## src/rtl/cyc_snap_pkg.sv

```systemverilog
package cyc_snap_pkg;
   // control word bit positions (software decodes these)
   localparam int unsigned RUN_BIT = 0;
   localparam int unsigned OK_BIT  = 31;
endpackage

```

## src/rtl/cyc_snap_word.sv

```systemverilog
module cyc_snap_word #(
   parameter int unsigned WORD_W = 32
) (
   input  logic              clk,
   input  logic              rst_n,
   input  logic              ld,
   input  logic [WORD_W-1:0] ld_val,
   input  logic              inc_in,
   output logic [WORD_W-1:0] val,
   output logic              carry_out
);
   initial begin
      if (WORD_W < 1) $error("cyc_snap_word: WORD_W must be positive");
   end

   // carry leaves this slice when it steps past all-ones
   assign carry_out = inc_in & (&val);

   always_ff @(posedge clk) begin
      if (!rst_n) begin
         val <= '0;
      end else if (ld) begin
         val <= ld_val;
      end else if (inc_in) begin
         val <= val + 1'b1;
      end
   end

   AST_LOAD_TAKES: assert property (@(posedge clk) disable iff (!rst_n)
      ld |=> val == $past(ld_val));
endmodule

```

## src/rtl/cyc_snap_tear.sv

```systemverilog
module cyc_snap_tear (
   input  logic clk,
   input  logic rst_n,
   input  logic lo_rd,
   input  logic wrap,
   output logic tear_q
);
   // a carry on the same edge as the lower read still counts as a tear
   always_ff @(posedge clk) begin
      if (!rst_n) begin
         tear_q <= 1'b0;
      end else begin
         tear_q <= (tear_q & ~lo_rd) | wrap;
      end
   end

   AST_WRAP_MARKS: assert property (@(posedge clk) disable iff (!rst_n)
      wrap |=> tear_q);
   AST_LO_READ_CLEARS: assert property (@(posedge clk) disable iff (!rst_n)
      (lo_rd && !wrap) |=> !tear_q);
endmodule

```

## src/rtl/cyc_snap_decode.sv

```systemverilog
module cyc_snap_decode
   import cyc_snap_pkg::*;
#(
   parameter int unsigned        ADDR_W = 12,
   parameter int unsigned        DATA_W = 32,
   parameter int unsigned        NWORD  = 2,
   parameter logic [ADDR_W-1:0]  CTRL_ADDR = 'h103,
   parameter logic [ADDR_W-1:0]  LO_ADDR   = 'h104
) (
   input  logic                          clk,
   input  logic                          rst_n,
   input  logic [ADDR_W-1:0]             reg_addr,
   input  logic                          reg_wr,
   input  logic                          reg_rd,
   input  logic                          run_q,
   input  logic                          tear_q,
   input  logic [NWORD-1:0][DATA_W-1:0]  word_val,
   output logic                          ctrl_wr,
   output logic [NWORD-1:0]              word_ld,
   output logic                          lo_rd,
   output logic [DATA_W-1:0]             rdata
);
   logic              ctrl_hit;
   logic [NWORD-1:0]  word_hit;

   assign ctrl_hit = (reg_addr == CTRL_ADDR);

   for (genvar gi = 0; gi < NWORD; gi++) begin : g_hit
      localparam logic [ADDR_W-1:0] WORD_ADDR = LO_ADDR + ADDR_W'(gi);
      assign word_hit[gi] = (reg_addr == WORD_ADDR);
      assign word_ld[gi]  = reg_wr & word_hit[gi];
   end

   assign ctrl_wr = reg_wr & ctrl_hit;
   assign lo_rd   = reg_rd & word_hit[0];

   always_comb begin
      rdata = '0;
      if (reg_rd) begin
         if (ctrl_hit) begin
            rdata[RUN_BIT] = run_q;
            rdata[OK_BIT]  = ~tear_q;
         end
         for (int i = 0; i < NWORD; i++) begin
            if (word_hit[i]) rdata = word_val[i];
         end
      end
   end

   AST_IDLE_ZERO: assert property (@(posedge clk) disable iff (!rst_n)
      !reg_rd |-> rdata == '0);
   AST_ONE_WRITE: assert property (@(posedge clk) disable iff (!rst_n)
      $countones({ctrl_wr, word_ld}) <= 1);
endmodule

```

## src/rtl/cyc_snap_counter.sv

```systemverilog
module cyc_snap_counter
   import cyc_snap_pkg::*;
#(
   parameter int unsigned        ADDR_W    = 12,
   parameter int unsigned        DATA_W    = 32,
   parameter int unsigned        CNT_W     = 64,
   parameter logic [ADDR_W-1:0]  CTRL_ADDR = 'h103,
   parameter logic [ADDR_W-1:0]  LO_ADDR   = 'h104
) (
   input  logic              clk,
   input  logic              rst_n,
   input  logic [ADDR_W-1:0] reg_addr,
   input  logic              reg_wr,
   input  logic              reg_rd,
   input  logic [DATA_W-1:0] reg_wdata,
   output logic [DATA_W-1:0] reg_rdata
);
   localparam int unsigned NWORD = CNT_W / DATA_W;

   initial begin
      if (DATA_W <= OK_BIT)       $error("cyc_snap_counter: DATA_W too narrow for status bit");
      if (CNT_W % DATA_W != 0)    $error("cyc_snap_counter: CNT_W must be a multiple of DATA_W");
      if (NWORD < 2)              $error("cyc_snap_counter: counter needs at least two words");
   end

   logic                          run_q;
   logic                          tear_q;
   logic                          ctrl_wr;
   logic                          lo_rd;
   logic                          any_ld;
   logic [NWORD-1:0]              word_ld;
   logic [NWORD-1:0][DATA_W-1:0]  word_val;
   logic [NWORD:0]                inc_chain;

   always_ff @(posedge clk) begin
      if (!rst_n) begin
         run_q <= 1'b0;
      end else if (ctrl_wr) begin
         run_q <= reg_wdata[RUN_BIT];
      end
   end

   // a load in any word holds the whole count for that cycle
   assign any_ld       = |word_ld;
   assign inc_chain[0] = run_q & ~any_ld;

   for (genvar gi = 0; gi < NWORD; gi++) begin : g_word
      cyc_snap_word #(.WORD_W(DATA_W)) u_word (
         .clk       (clk),
         .rst_n     (rst_n),
         .ld        (word_ld[gi]),
         .ld_val    (reg_wdata),
         .inc_in    (inc_chain[gi]),
         .val       (word_val[gi]),
         .carry_out (inc_chain[gi+1])
      );
   end

   cyc_snap_tear u_tear (
      .clk    (clk),
      .rst_n  (rst_n),
      .lo_rd  (lo_rd),
      .wrap   (inc_chain[1]),
      .tear_q (tear_q)
   );

   cyc_snap_decode #(
      .ADDR_W    (ADDR_W),
      .DATA_W    (DATA_W),
      .NWORD     (NWORD),
      .CTRL_ADDR (CTRL_ADDR),
      .LO_ADDR   (LO_ADDR)
   ) u_decode (
      .clk      (clk),
      .rst_n    (rst_n),
      .reg_addr (reg_addr),
      .reg_wr   (reg_wr),
      .reg_rd   (reg_rd),
      .run_q    (run_q),
      .tear_q   (tear_q),
      .word_val (word_val),
      .ctrl_wr  (ctrl_wr),
      .word_ld  (word_ld),
      .lo_rd    (lo_rd),
      .rdata    (reg_rdata)
   );

   AST_LOW_STEPS: assert property (@(posedge clk) disable iff (!rst_n)
      (run_q && !any_ld && !(&word_val[0])) |=>
         (word_val[0] == $past(word_val[0]) + 1'b1) && $stable(word_val[1]));
   AST_CARRY_UP: assert property (@(posedge clk) disable iff (!rst_n)
      (run_q && !any_ld && (&word_val[0])) |=>
         (word_val[0] == '0) && (word_val[1] == $past(word_val[1]) + 1'b1));
   AST_HOLD_STOPPED: assert property (@(posedge clk) disable iff (!rst_n)
      (!run_q && !any_ld) |=> $stable(word_val));
   AST_LOAD_NO_TEAR: assert property (@(posedge clk) disable iff (!rst_n)
      (any_ld && !lo_rd) |=> $stable(tear_q));
endmodule

```

## config.mk

```make
export PLATFORM = sky130hd
export DESIGN_NAME = cyc_snap_counter
export DESIGN_NICKNAME = d
export VERILOG_FILES = /design/src/rtl/cyc_snap_pkg.sv /design/src/rtl/cyc_snap_word.sv /design/src/rtl/cyc_snap_tear.sv /design/src/rtl/cyc_snap_decode.sv /design/src/rtl/cyc_snap_counter.sv
export SDC_FILE = /design/constraint.sdc
export NUM_CORES = 1
export LEC_CHECK = 0
export BUFFER_PORTS_ARGS = -buffer_cell sky130_fd_sc_hd__buf_2
export CAP_MARGIN = 30
export CORE_ASPECT_RATIO = 2
export CORE_UTILIZATION = 40
export CTS_CLUSTER_SIZE = 12
export DETAILED_ROUTE_END_ITERATION = 12
export MAX_ROUTING_LAYER = met4
export PLACE_DENSITY = 0.72
export SYNTH_ARGS = -nofsm -noshare
export SYNTH_HDL_FRONTEND = slang
export SYNTH_SLANG_ARGS = --single-unit
```

## constraint.sdc

```tcl
create_clock -name clk -period 3.8 [get_ports clk]
set_input_delay 0.76 -clock clk [delete_from_list [all_inputs] [get_ports clk]]
set_output_delay 0.76 -clock clk [all_outputs]
set_load 0.05 [all_outputs]
```

### Yosys cells after proc, flatten, opt, wreduce, memory -nomap -nowiden

Cells that the tools add are included.

| cells by class | value |
|---|---|
| multiplexer cells | 9 |
| add/sub/neg operators | 2 |
| bitwise logic cells | 11 |
| reductions and logical operators | 4 |
| equality and inequality tests | 3 |

Operators by type and width:

| operator | number |
|---|---|
| $mux W32 | 7 |
| $add A32 B1 Y32 const B | 2 |
| $eq A12 B9 Y1 const B | 3 |
| $reduce_and A32 Y1 | 1 |
| $and A1 B1 Y1 | 7 |
| $reduce_bool A2 Y1 | 2 |
| $not A1 Y1 | 3 |
| $mux W1 | 2 |
| $reduce_or A2 Y1 | 1 |
| $or A1 B1 Y1 | 1 |

| word-level totals | value |
|---|---|
| flip-flop bits (word level) | 66 |
| output and inout port bits | 32 |

### Logic depth before layout (Yosys ltp)

Gate-level depths: netlist of the first run.

| logic depth | value |
|---|---|
| word-level depth | 8 |
| gate-level depth with buffers | 8 |

### By module

From an unflattened synthesis of the first run, not the netlist that was laid out.

| unflattened totals | value |
|---|---|
| cells, all modules | 610 |
| area, all modules | 4748.3 um2 |

Modules (own cells, without submodules):

| module | times used | cells an instance | seq. area each (um2) | area an instance (um2) |
|---|---|---|---|---|
| cyc_snap_word | 2 | 255 | 640.6 | 1994.4 |
| cyc_snap_decode | 1 | 93 | 0.0 | 674.4 |
| cyc_snap_counter | 1 | 4 | 20.0 | 43.8 |
| cyc_snap_tear | 1 | 3 | 20.0 | 41.3 |

### Least setup slack after synthesis of the first run

No wires, ideal clock.

| timing | value |
|---|---|
| path kind | input port to output port |
| start | input port reg_addr[7] |
| end | output port reg_rdata[10] |
| cell stages on the path | 6 |
| arrival | 2874 ps |
| path slack | 166 ps |
| buffers on the path | 1 |
| data required time | 3040 ps |
| path through | or4_2 nor3_2 nand2_1 nor3_1 buf_2 a22o_1 |

| on the way | value |
|---|---|
| longest elaborated chain between the ends | 4 |
| elaborated cells between the ends (all ways) | 5 |

Ends and longest elaborated chain:

| element | RTL line | source |
|---|---|---|
| from (decl) | cyc_snap_counter.sv:12 | `input logic [ADDR_W-1:0] reg_addr,` |
| $eq A12 B9 Y1 | cyc_snap_decode.sv:30 | `assign word_hit[gi] = (reg_addr == WORD_ADDR);` |
| $mux W32 | cyc_snap_decode.sv:45 | `if (word_hit[i]) rdata = word_val[i];` |
| $mux W32 * | cyc_snap_decode.sv:45 |  |
| $mux W32 * | cyc_snap_decode.sv:39 | `if (reg_rd) begin` |
| to (decl) | cyc_snap_counter.sv:16 | `output logic [DATA_W-1:0] reg_rdata` |

Every way passes the cells marked *; elsewhere a longest branch is shown, timed or not.

### Worst setup path after layout of the first run

| timing | value |
|---|---|
| start | input port reg_addr[7] |
| end | output port reg_rdata[5] |

The elaborated chain is that of the path after synthesis.

==> impl_metrics.ini, run 1 <==
[die]
die_width_um = 73.9
initial_utilization = 0.411
floorplan.die.height_um = 146
fp.dieArea_sq_mm = 0.0108
number_of_rows_created_at_floorplan = 52
fp.coreArea_sq_mm = 0.0101
ioPinCount = 80

[detailed_routing]
route.detailed.wl_per_inst_um = 18.2
antenna_left = 0
num_vias = 4339
average_vias_per_placed_instance = 5.98
drt_drc = 0
drt_iter0_drc = 400
first_pass_iters = 6
postRouteWirelength_um = 13200

[place]
buffer_ports.inserted = 79
dp_slack_ns = 0.156
gp_congestion = 0.861
place.detailed.hpwl_um = 9810

[cts]
ctsHoldBuffers = 0
worst_skew_pair.late_latency_ns = 0.33
tritoncts = yes
cts.path.max_buffers = 2
clock_tree.htree_level_count = 3
postCtsSetupRepairBufs = 0
cts_root_buf = clkbuf_16
cts_sinks = 66
clk_transition_reported_paths_ns = 0.05
cts_resized = 0
cts-buffers-inserted = 9

[timing]
hold_ws_ns = 0.579
setup_viol = 0
final_count_of_pins_violating_max_slew = 0
final_period_minus_worst_setup_slack_ns = 3.62
final.setup_skew_ns = 0.00686
timing.final.crit_share = 0.953
setup_repair_after_global_routing_missed_its_margin = no
clock.fmax_ghz = 0.276
tightestPinTransition_ns = 0.773
timing.setup.tns_ns = 0
post_layout_worst_setup_margin_ns = 0.179
slew_headroom = 0.482
report.final.hold_viol_count = 0

[pwr]
power_density_mw_per_mm2 = 305
peakVddDrop_mv = 0.214
power_leakage_uw = 0.00176

[critical_path]
regToRegStartpoint = g_word[1].u_word.val[0]
critical_path_required_time_ns = 3.04
timing.setup.critical_path_class = in2out
timing.critical_path.arrival_ns = 2.86
critical_path.endpoint = reg_rdata[5]
worst-path-max-fanout = 18
worst_setup_path_start_kind = input pin
critical_path.endpoint_type = primary output
worst_r2r_path_depth = 7
timing.rr.end = g_word[1].u_word.val[26]
timing.reg2reg.setup_slack_ns = 1.07
startpoint = reg_addr[7]

[global_route]
gr-usage-all-layers = 0.262
grt_max_degree = 32
number_of_antenna_violations_at_the_first_check_in_global_routing = 0
grt_first_pass_wirelength_um = 21000
number_of_global_route_vias_before_repair = 4353
grt_overflow = 0

[yosys]
part_of_the_yosys_area_used_for_sequential_elements = 0.319
synth_warnings = 0
synthesis.nets = 560
netlist_instances = 510
postSynthRegisterBits = 66
synth_area_leader_cell = dfxtp_1
synthesized_area_sq_mm = 0.00414
yosys-top-cells-count = dfxtp_1, a21oi_1, o21ai_0
yosysUniqueCellTypes = 49
synth.area.top_cells = dfxtp_1, a21oi_1, xor2_1, o21ai_0, a22o_1
dominantRegCellSynth = dfxtp_1
synth_async_sr_flop_share = 0
avgSynthCellArea_sq_um = 8.12
synth_edf_count = 0
yosys.cell_count.top_type = dfxtp_1
yosysTopAreaCellShare = 0.319

[run_status]
outcome = finished, final reports clean

[layout]
layout.core_utilization = 0.494
finish.net_count = 635
areaGrowthSynthToFinish_pct = 20.3
drive_gt1_frac = 0.222
antennaDiodeCount = 0

[run]
drv.max_cap_violation_count = 0

[min_path]
min_path_type = reg2reg
==> worst min-delay path by stage <==
stage                                   from                       end  cells after the start
detailed placement  g_word[1].u_word.val[31]  g_word[1].u_word.val[31]                      2
finish              g_word[1].u_word.val[31]  g_word[1].u_word.val[31]                      2
global placement    g_word[1].u_word.val[31]  g_word[1].u_word.val[31]                      2
CTS                 g_word[1].u_word.val[31]  g_word[1].u_word.val[31]                      2
floorplan           g_word[0].u_word.val[16]  g_word[0].u_word.val[16]                      2
global route        g_word[1].u_word.val[31]  g_word[1].u_word.val[31]                      2
==> power breakdown <==
part	switching (uW)	internal, uW
logic	40.2	27.0
registers	0.201	692
clock network	299	459
total	339	1180
==> registers in the layout (all words and copies together) (netlist names) <==
signal	cells
run_q	1
g_word.u_word.val	64
u_tear.tear_q	1
==> cell families after synthesis <==
logic type / synth area share
compound gates: 0.235
xor+xnor: 0.125
fa+ha+maj: 0.00604
buf+inv: 0.0402
flops: 0.319
mux: 0.0121
simple gates: 0.263
==> critical path: stages <==
cell and delay (ns):
buf_2 0.09, or4_2 0.69, nor3_2 0.20, nand2_1 0.17, nor3_2 0.23, buf_4 0.28, a22o_1 0.17, buf_2 0.26
==> cell type report <==
type / instances / area, sq um
sequential: 66 / 1320
inverter: 5 / 18.8
clock buffer: 14 / 254
tap: 135 / 169
clock inverter: 2 / 12.5
timing repair buffer: 97 / 543
multi-input combinational: 406 / 2660
fill: 978 / 5100
==> stage by stage <==
step / total power, uW / cell area [sq um] / instances
3_5_place_dp: 773 / 4710 / 709
2_1_floorplan: 734 / 4140 / 510
3_3_place_gp: 773 / 4710 / 709
4_1_cts: 1520 / 4980 / 725
6_report: 1520 / 4980 / 725
5_1_grt: 1560 / 4980 / 725
==> cell usage in the layout (no fill, tap or decap), types with 5 or more instances in the layout <==
master     synthesis  layout
buf_2             10      79
dfxtp_1           66      66
a21oi_1           61      61
o21ai_0           56      56
nand3_1           33      33
xor2_1            33      33
a22o_1            30      30
nand4_1           28      28
xnor2_1           26      26
nor2_1            25      25
nand2_1           21      21
buf_4              1      17
nor3_1            18      16
nor4_2             9       9
clkbuf_16          0       9
and3_1             8       8
and4_1             6       6
inv_1              5       5
mux2i_1            5       5
==> layer usage <==
| layer | track usage | vias up | part of all wire |
|---|---|---|---|
| li1 | - | 2060 | - |
| met1 | 0.263 | 2022 | 0.35 |
| met2 | 0.450 | 187 | 0.53 |
| met3 | 0.0374 | 70 | 0.052 |
| met4 | 0.177 | 0 | 0.063 |
| met5 | - | - | 0 |
Note: power is estimated with default switching activity, not from simulation.
==> inputs of run 2 (changes only) <==
--- a/config.mk
+++ b/config.mk
@@ -6,8 +6,9 @@
 export NUM_CORES = 1
 export LEC_CHECK = 0
 export BUFFER_PORTS_ARGS = -buffer_cell sky130_fd_sc_hd__buf_2
-export CAP_MARGIN = 30
+export CAP_MARGIN = 40
 export CORE_ASPECT_RATIO = 2
+export CORE_MARGIN = 5
 export CORE_UTILIZATION = 40
 export CTS_CLUSTER_SIZE = 12
 export DETAILED_ROUTE_END_ITERATION = 12
==> run 2 against run 1 <==
Against the previous run: core utilization grew 0.41 points; highest routed layer unchanged; register-to-register slack improved by 0.11 ns; critical path depth unchanged; setup slack worse by 0.049 ns; sequential share of layout area shrank 0.39 points; global-route usage is 3.2 points lower.
==> impl_metrics.ini, run 2 (synthesis gave the netlist of run 1 again) <==
[timing]
timing.final.crit_share = 0.966
report.final.hold_viol_count = 0
slew_headroom = 0.453
final.setup_skew_ns = 0.00678
setup_viol = 0
setup_repair_after_global_routing_missed_its_margin = no
timing.setup.tns_ns = 0
final_period_minus_worst_setup_slack_ns = 3.67
clock.fmax_ghz = 0.272
final_count_of_pins_violating_max_slew = 0
tightestPinTransition_ns = 0.817

[cts]
ctsHoldBuffers = 0
worst_skew_pair.late_latency_ns = 0.34
tritoncts = yes
cts.path.max_buffers = 2
clock_tree.htree_level_count = 3
cts_resized = 0
clk_transition_reported_paths_ns = 0.05
postCtsSetupRepairBufs = 0
cts_sinks = 66
cts-buffers-inserted = 9
cts_root_buf = clkbuf_16

[critical_path]
critical_path.cell_chain = buf_2, or4_2, nor3_2, nand2_1, nor3_2, buf_4, a22o_1, buf_2
timing.setup.critical_path_class = in2out
timing.rr.end = g_word[1].u_word.val[26]
critical_path_required_time_ns = 3.04
worst-path-max-fanout = 17
timing.reg2reg.setup_slack_ns = 1.18
critical_path.endpoint_type = primary output
cpMaxStageDelayCell = or4_2
worst_setup_path_start_kind = input pin
regToRegStartpoint = g_word[1].u_word.val[1]
timing.critical_path.arrival_ns = 2.91
cpPeakStageDelay_ns = 0.69
worst_r2r_path_depth = 7

[layout]
antennaDiodeCount = 0
drive_gt1_frac = 0.228
largest_registers = g_word.u_word.val: 64 flops, run_q: 1 flops, u_tear.tear_q: 1 flops
regMostFlops = g_word.u_word.val
layout.cells.most_common = buf_2
areaGrowthSynthToFinish_pct = 22.1
largest_register_ffs = 64
mostFrequentLayoutCells = buf_2, dfxtp_1, a21oi_1
layout.cells.non_filler = 724
finish.net_count = 634

[die]
initial_utilization = 0.408
fp.coreArea_sq_mm = 0.0101
ioPinCount = 80
die_width_um = 81.9
number_of_rows_created_at_floorplan = 52
floorplan.die.height_um = 154
fp.dieArea_sq_mm = 0.0126

[global_route]
number_of_antenna_violations_at_the_first_check_in_global_routing = 0
grt_max_degree = 33
gr-usage-all-layers = 0.230
grt_first_pass_wirelength_um = 21900
grt_overflow = 0
number_of_global_route_vias_before_repair = 4426

[run_status]
outcome = finished, final reports clean

[detailed_routing]
drt_iter0_drc = 350
first_pass_iters = 5
drt_drc = 0
route.detailed.wl_per_inst_um = 18.9
num_vias = 4338
antenna_left = 0
average_vias_per_placed_instance = 5.99
postRouteWirelength_um = 13700

[min_path]
min_path_type = reg2reg
min_delay_worst_endpoint = g_word[1].u_word.val[31]
holdCritStartpoint = g_word[1].u_word.val[31]
worst_hold_path.num_cells = 2

[pwr]
power_density_mw_per_mm2 = 341
power_leakage_uw = 0.00179
peakVddDrop_mv = 0.223

[place]
buffer_ports.inserted = 79
dp_cells = 708
place.detailed.hpwl_um = 10300
gp_congestion = 0.900

[run]
drv.max_cap_violation_count = 0
-- run 2: area by class of cell --
cell class	instances	area (sq um)
inverter	5	18.8
tap	135	169
multi-input combinational	406	2670
timing repair buffer	96	536
fill	1023	5090
clock inverter	6	114
sequential	66	1320
clock buffer	10	229
-- run 2: how the worst max path moves through the flow --
| stage | start | endpoint | slack [ns] | depth (start not counted) |
|---|---|---|---|---|
| 5_1_grt | reg_addr[7] | reg_rdata[6] | 0.002 | 8 |
| 2_1_floorplan | reg_addr[7] | reg_rdata[10] | 0.17 | 6 |
| 3_5_place_dp | reg_addr[7] | reg_rdata[6] | 0.15 | 8 |
| 4_1_cts | reg_addr[7] | reg_rdata[6] | 0.15 | 8 |
| 6_report | reg_addr[7] | reg_rdata[6] | 0.13 | 8 |
| 3_3_place_gp | reg_addr[7] | reg_rdata[30] | 0.22 | 8 |
-- run 2: critical path, delay by kind of cell --
kind	cells	cell delay (ns)
and+or+nand+nor	4	1.32
AOI/OAI and AO/OA	1	0.19
buffers and inverters	3	0.63
-- run 2: per-stage QoR --
step / util / total power (uW) / hold WS, ns / instance area [sq um] / setup slack (ns)
after floorplan: - / 734 / 0.525 / 4140 / 0.166
after global placement: 0.464 / 773 / 0.552 / 4710 / 0.222
after detailed placement: 0.464 / 773 / 0.563 / 4710 / 0.155
after CTS: 0.498 / 1730 / 0.579 / 5050 / 0.146
after global routing: 0.498 / 1770 / 0.600 / 5050 / 0.00217
final: 0.498 / 1720 / 0.584 / 5050 / 0.130
-- run 2: metal layers --
layer  track usage  share of wire  vias up
met2         0.397           0.55      169
li1              -              -     2063
met1         0.233           0.35     2050
met4         0.150          0.055        0
met3        0.0304          0.046       56
met5             -              0        -
-- run 2: power breakdown --
| group | switching [uW] | internal, uW |
|---|---|---|
| Clock | 321 | 643 |
| Sequential | 0.200 | 692 |
| Combinational | 40.1 | 27.0 |
==> inputs of run 3 (changes only) <==
--- a/config.mk
+++ b/config.mk
@@ -5,6 +5,7 @@
 export SDC_FILE = /design/constraint.sdc
 export NUM_CORES = 1
 export LEC_CHECK = 0
+export ABC_AREA = 1
 export BUFFER_PORTS_ARGS = -buffer_cell sky130_fd_sc_hd__buf_2
 export CAP_MARGIN = 40
 export CORE_ASPECT_RATIO = 2
@@ -12,8 +13,9 @@
 export CORE_UTILIZATION = 40
 export CTS_CLUSTER_SIZE = 12
 export DETAILED_ROUTE_END_ITERATION = 12
+export GPL_ROUTABILITY_DRIVEN = 1
 export MAX_ROUTING_LAYER = met4
-export PLACE_DENSITY = 0.72
+export PLACE_DENSITY = 0.7
 export SYNTH_ARGS = -nofsm -noshare
 export SYNTH_HDL_FRONTEND = slang
 export SYNTH_SLANG_ARGS = --single-unit
==> run 3 against run 2 <==
Against the previous run: combinational power grew 20%; final cell count grew 59%; global-route usage grew 4.1 points; power rose by 0.79%; first-iteration DRC count grew 66%; synthesized area grew 30%; fmax rose by 9.7%; highest routed layer unchanged.
==> impl_metrics.ini, run 3 <==
[yosys]
netlist_instances = 931
part_of_the_yosys_area_used_for_sequential_elements = 0.246
yosys.cell_count.top_type = nand2_1
dominantRegCellSynth = dfxtp_1
yosys-top-cells-count = nand2_1, inv_1, nand3_1, nor2_1, dfxtp_1
synth.area.top_cells = dfxtp_1, nand2_1, nand3_1, inv_1, nor2_1
yosysUniqueCellTypes = 36
postSynthRegisterBits = 66
avgSynthCellArea_sq_um = 5.77
synth_async_sr_flop_share = 0
synthesized_area_sq_mm = 0.00537
synth_warnings = 0
synth_edf_count = 0
yosysTopAreaCellShare = 0.246
synth_area_leader_cell = dfxtp_1
synthesis.nets = 981

[die]
ioPinCount = 80
floorplan.die.height_um = 174
number_of_rows_created_at_floorplan = 60
fp.coreArea_sq_mm = 0.0133
die_width_um = 91.9
initial_utilization = 0.404
fp.dieArea_sq_mm = 0.0160

[pwr]
power.switching_uw = 394
power_density_mw_per_mm2 = 282
clkPwrFrac = 0.555
report.power.total_uw = 1740
power_switching_share = 0.227
internal_power_uw = 1340
power_leakage_uw = 0.00245
peakVddDrop_mv = 0.213
pwr-share-comb = 0.046
power.sequential.fraction = 0.398

[layout]
largest_register_ffs = 64
mostFrequentLayoutCells = nand2_1, inv_1, nand3_1
finish.net_count = 1040
layout.cells.most_common = nand2_1
layout.core_utilization = 0.464
largest_registers = g_word.u_word.val: 64 flops, run_q: 1 flops, u_tear.tear_q: 1 flops
multi_input_area_sq_mm = 0.00347
regArea_sq_mm = 0.00132
drive_gt1_frac = 0.138
regMostFlops = g_word.u_word.val
fillCellCount = 1425
areaGrowthSynthToFinish_pct = 14.8
antennaDiodeCount = 0

[min_path]
worst_hold_path.num_cells = 2
min_delay_worst_endpoint = u_tear.tear_q
holdCritStartpoint = u_tear.tear_q
min_path_type = reg2reg

[cts]
cts_root_buf = clkbuf_16
clk_transition_reported_paths_ns = 0.05
postCtsSetupRepairBufs = 0
cts-buffers-inserted = 9
cts_sinks = 66
worst_skew_pair.late_latency_ns = 0.34
cts_resized = 0
ctsHoldBuffers = 0
tritoncts = yes
clock_tree.htree_level_count = 3
cts.path.max_buffers = 2

[place]
gp_congestion = 0.988
place.detailed.hpwl_um = 16000
dp_slack_ns = 0.504
buffer_ports.inserted = 79

[timing]
setup_repair_after_global_routing_missed_its_margin = no
setup_viol = 0
timing.setup.tns_ns = 0
post_layout_worst_setup_margin_ns = 0.454
final.setup_skew_ns = 0.00893
clock.fmax_ghz = 0.299
tightestPinTransition_ns = 0.663
final_count_of_pins_violating_max_slew = 0
final_period_minus_worst_setup_slack_ns = 3.35
report.final.hold_viol_count = 0
slew_headroom = 0.557
timing.final.crit_share = 0.880

[critical_path]
timing.reg2reg.setup_slack_ns = 1.63
worst_r2r_path_depth = 11
timing.setup.critical_path_class = in2out
critical_path.endpoint_type = primary output
timing.critical_path.arrival_ns = 2.59
worst-path-max-fanout = 21
timing.rr.end = g_word[1].u_word.val[0]
worst_setup_path_start_kind = input pin
critical_path_required_time_ns = 3.04
regToRegStartpoint = g_word[0].u_word.val[0]

[detailed_routing]
drt_drc = 0
postRouteWirelength_um = 20900
route.detailed.wl_per_inst_um = 18.2
antenna_left = 0
num_vias = 6479
drt_iter0_drc = 582
first_pass_iters = 5
average_vias_per_placed_instance = 5.63

[run]
drv.max_cap_violation_count = 0

[global_route]
number_of_antenna_violations_at_the_first_check_in_global_routing = 0
grt_overflow = 0
gr-usage-all-layers = 0.271
grt_max_degree = 59
grt_first_pass_wirelength_um = 33100
number_of_global_route_vias_before_repair = 6262

[run_status]
outcome = finished, final reports clean
[run 3: cell count changes after synthesis, sizes merged, moves of 16 or more]
cell and delta:
xnor2 -21, o32ai +27, nand2 +288, xor2 -16, nor2 +82, nand4 -20
a22o -30, nand3 +63, inv +95
[run 3: per-stage QoR]
step	area (sq um)	instances	hold slack (ns)
2_1_floorplan	5370	931	0.446
3_3_place_gp	5830	1134	0.457
3_5_place_dp	5830	1134	0.463
4_1_cts	6170	1150	0.471
5_1_grt	6170	1150	0.490
6_report	6170	1150	0.471
[run 3: kinds of logic after synthesis]
| family | share of synthesized area |
|---|---|
| AOI/OAI and AO/OA | 0.180 |
| xor gates and xnor gates | 0.0359 |
| adders and majority gates | 0.00466 |
| buffers and inverters | 0.109 |
| DFF | 0.246 |
| and+or+nand+nor | 0.425 |
[run 3: final cells by class]
type	instances	area share
multi-input cells	724	0.562
flip-flops and latches	66	0.214
repair buffers	89	0.0763
inverters	100	0.0609
clock buffers	12	0.0432
well taps	155	0.0314
clock inverters	4	0.0118
[run 3: worst max-delay path by stage]
| stage | start | to | slack, ns |
|---|---|---|---|
| after floorplan | reg_addr[5] | reg_rdata[25] | 0.31 |
| final | reg_addr[5] | reg_rdata[13] | 0.45 |
| after global placement | reg_addr[7] | reg_rdata[14] | 0.56 |
| after CTS | reg_addr[5] | reg_rdata[18] | 0.49 |
| after detailed placement | reg_addr[5] | reg_rdata[18] | 0.50 |
| after global routing | reg_addr[7] | reg_rdata[13] | 0.26 |
[run 3: power by group through the flow]
stage / registers, uW / logic, uW / clock network [uW]
after floorplan: 707 / 24.6 / 0
after global placement: 707 / 78.9 / 0
after detailed placement: 707 / 78.2 / 0
after CTS: 692 / 78.5 / 971
after global routing: 692 / 83.9 / 1000
final: 692 / 80.3 / 965
[run 3: layer usage]
layer | track usage | part of all wire | up-vias
met5 | - | 0 | -
met4 | 0.160 | 0.061 | 0
met3 | 0.0404 | 0.075 | 61
met2 | 0.427 | 0.47 | 326
met1 | 0.323 | 0.40 | 2934
li1 | - | - | 3158
[run 3: critical path, cell delays in order]
cell and delay, ns:
buf_2 0.10, nor2_1 0.13, nand2_1 0.12, nor2_4 0.19, nand2_1 0.43, buf_4 0.36, o32ai_1 0.17, buf_2 0.33
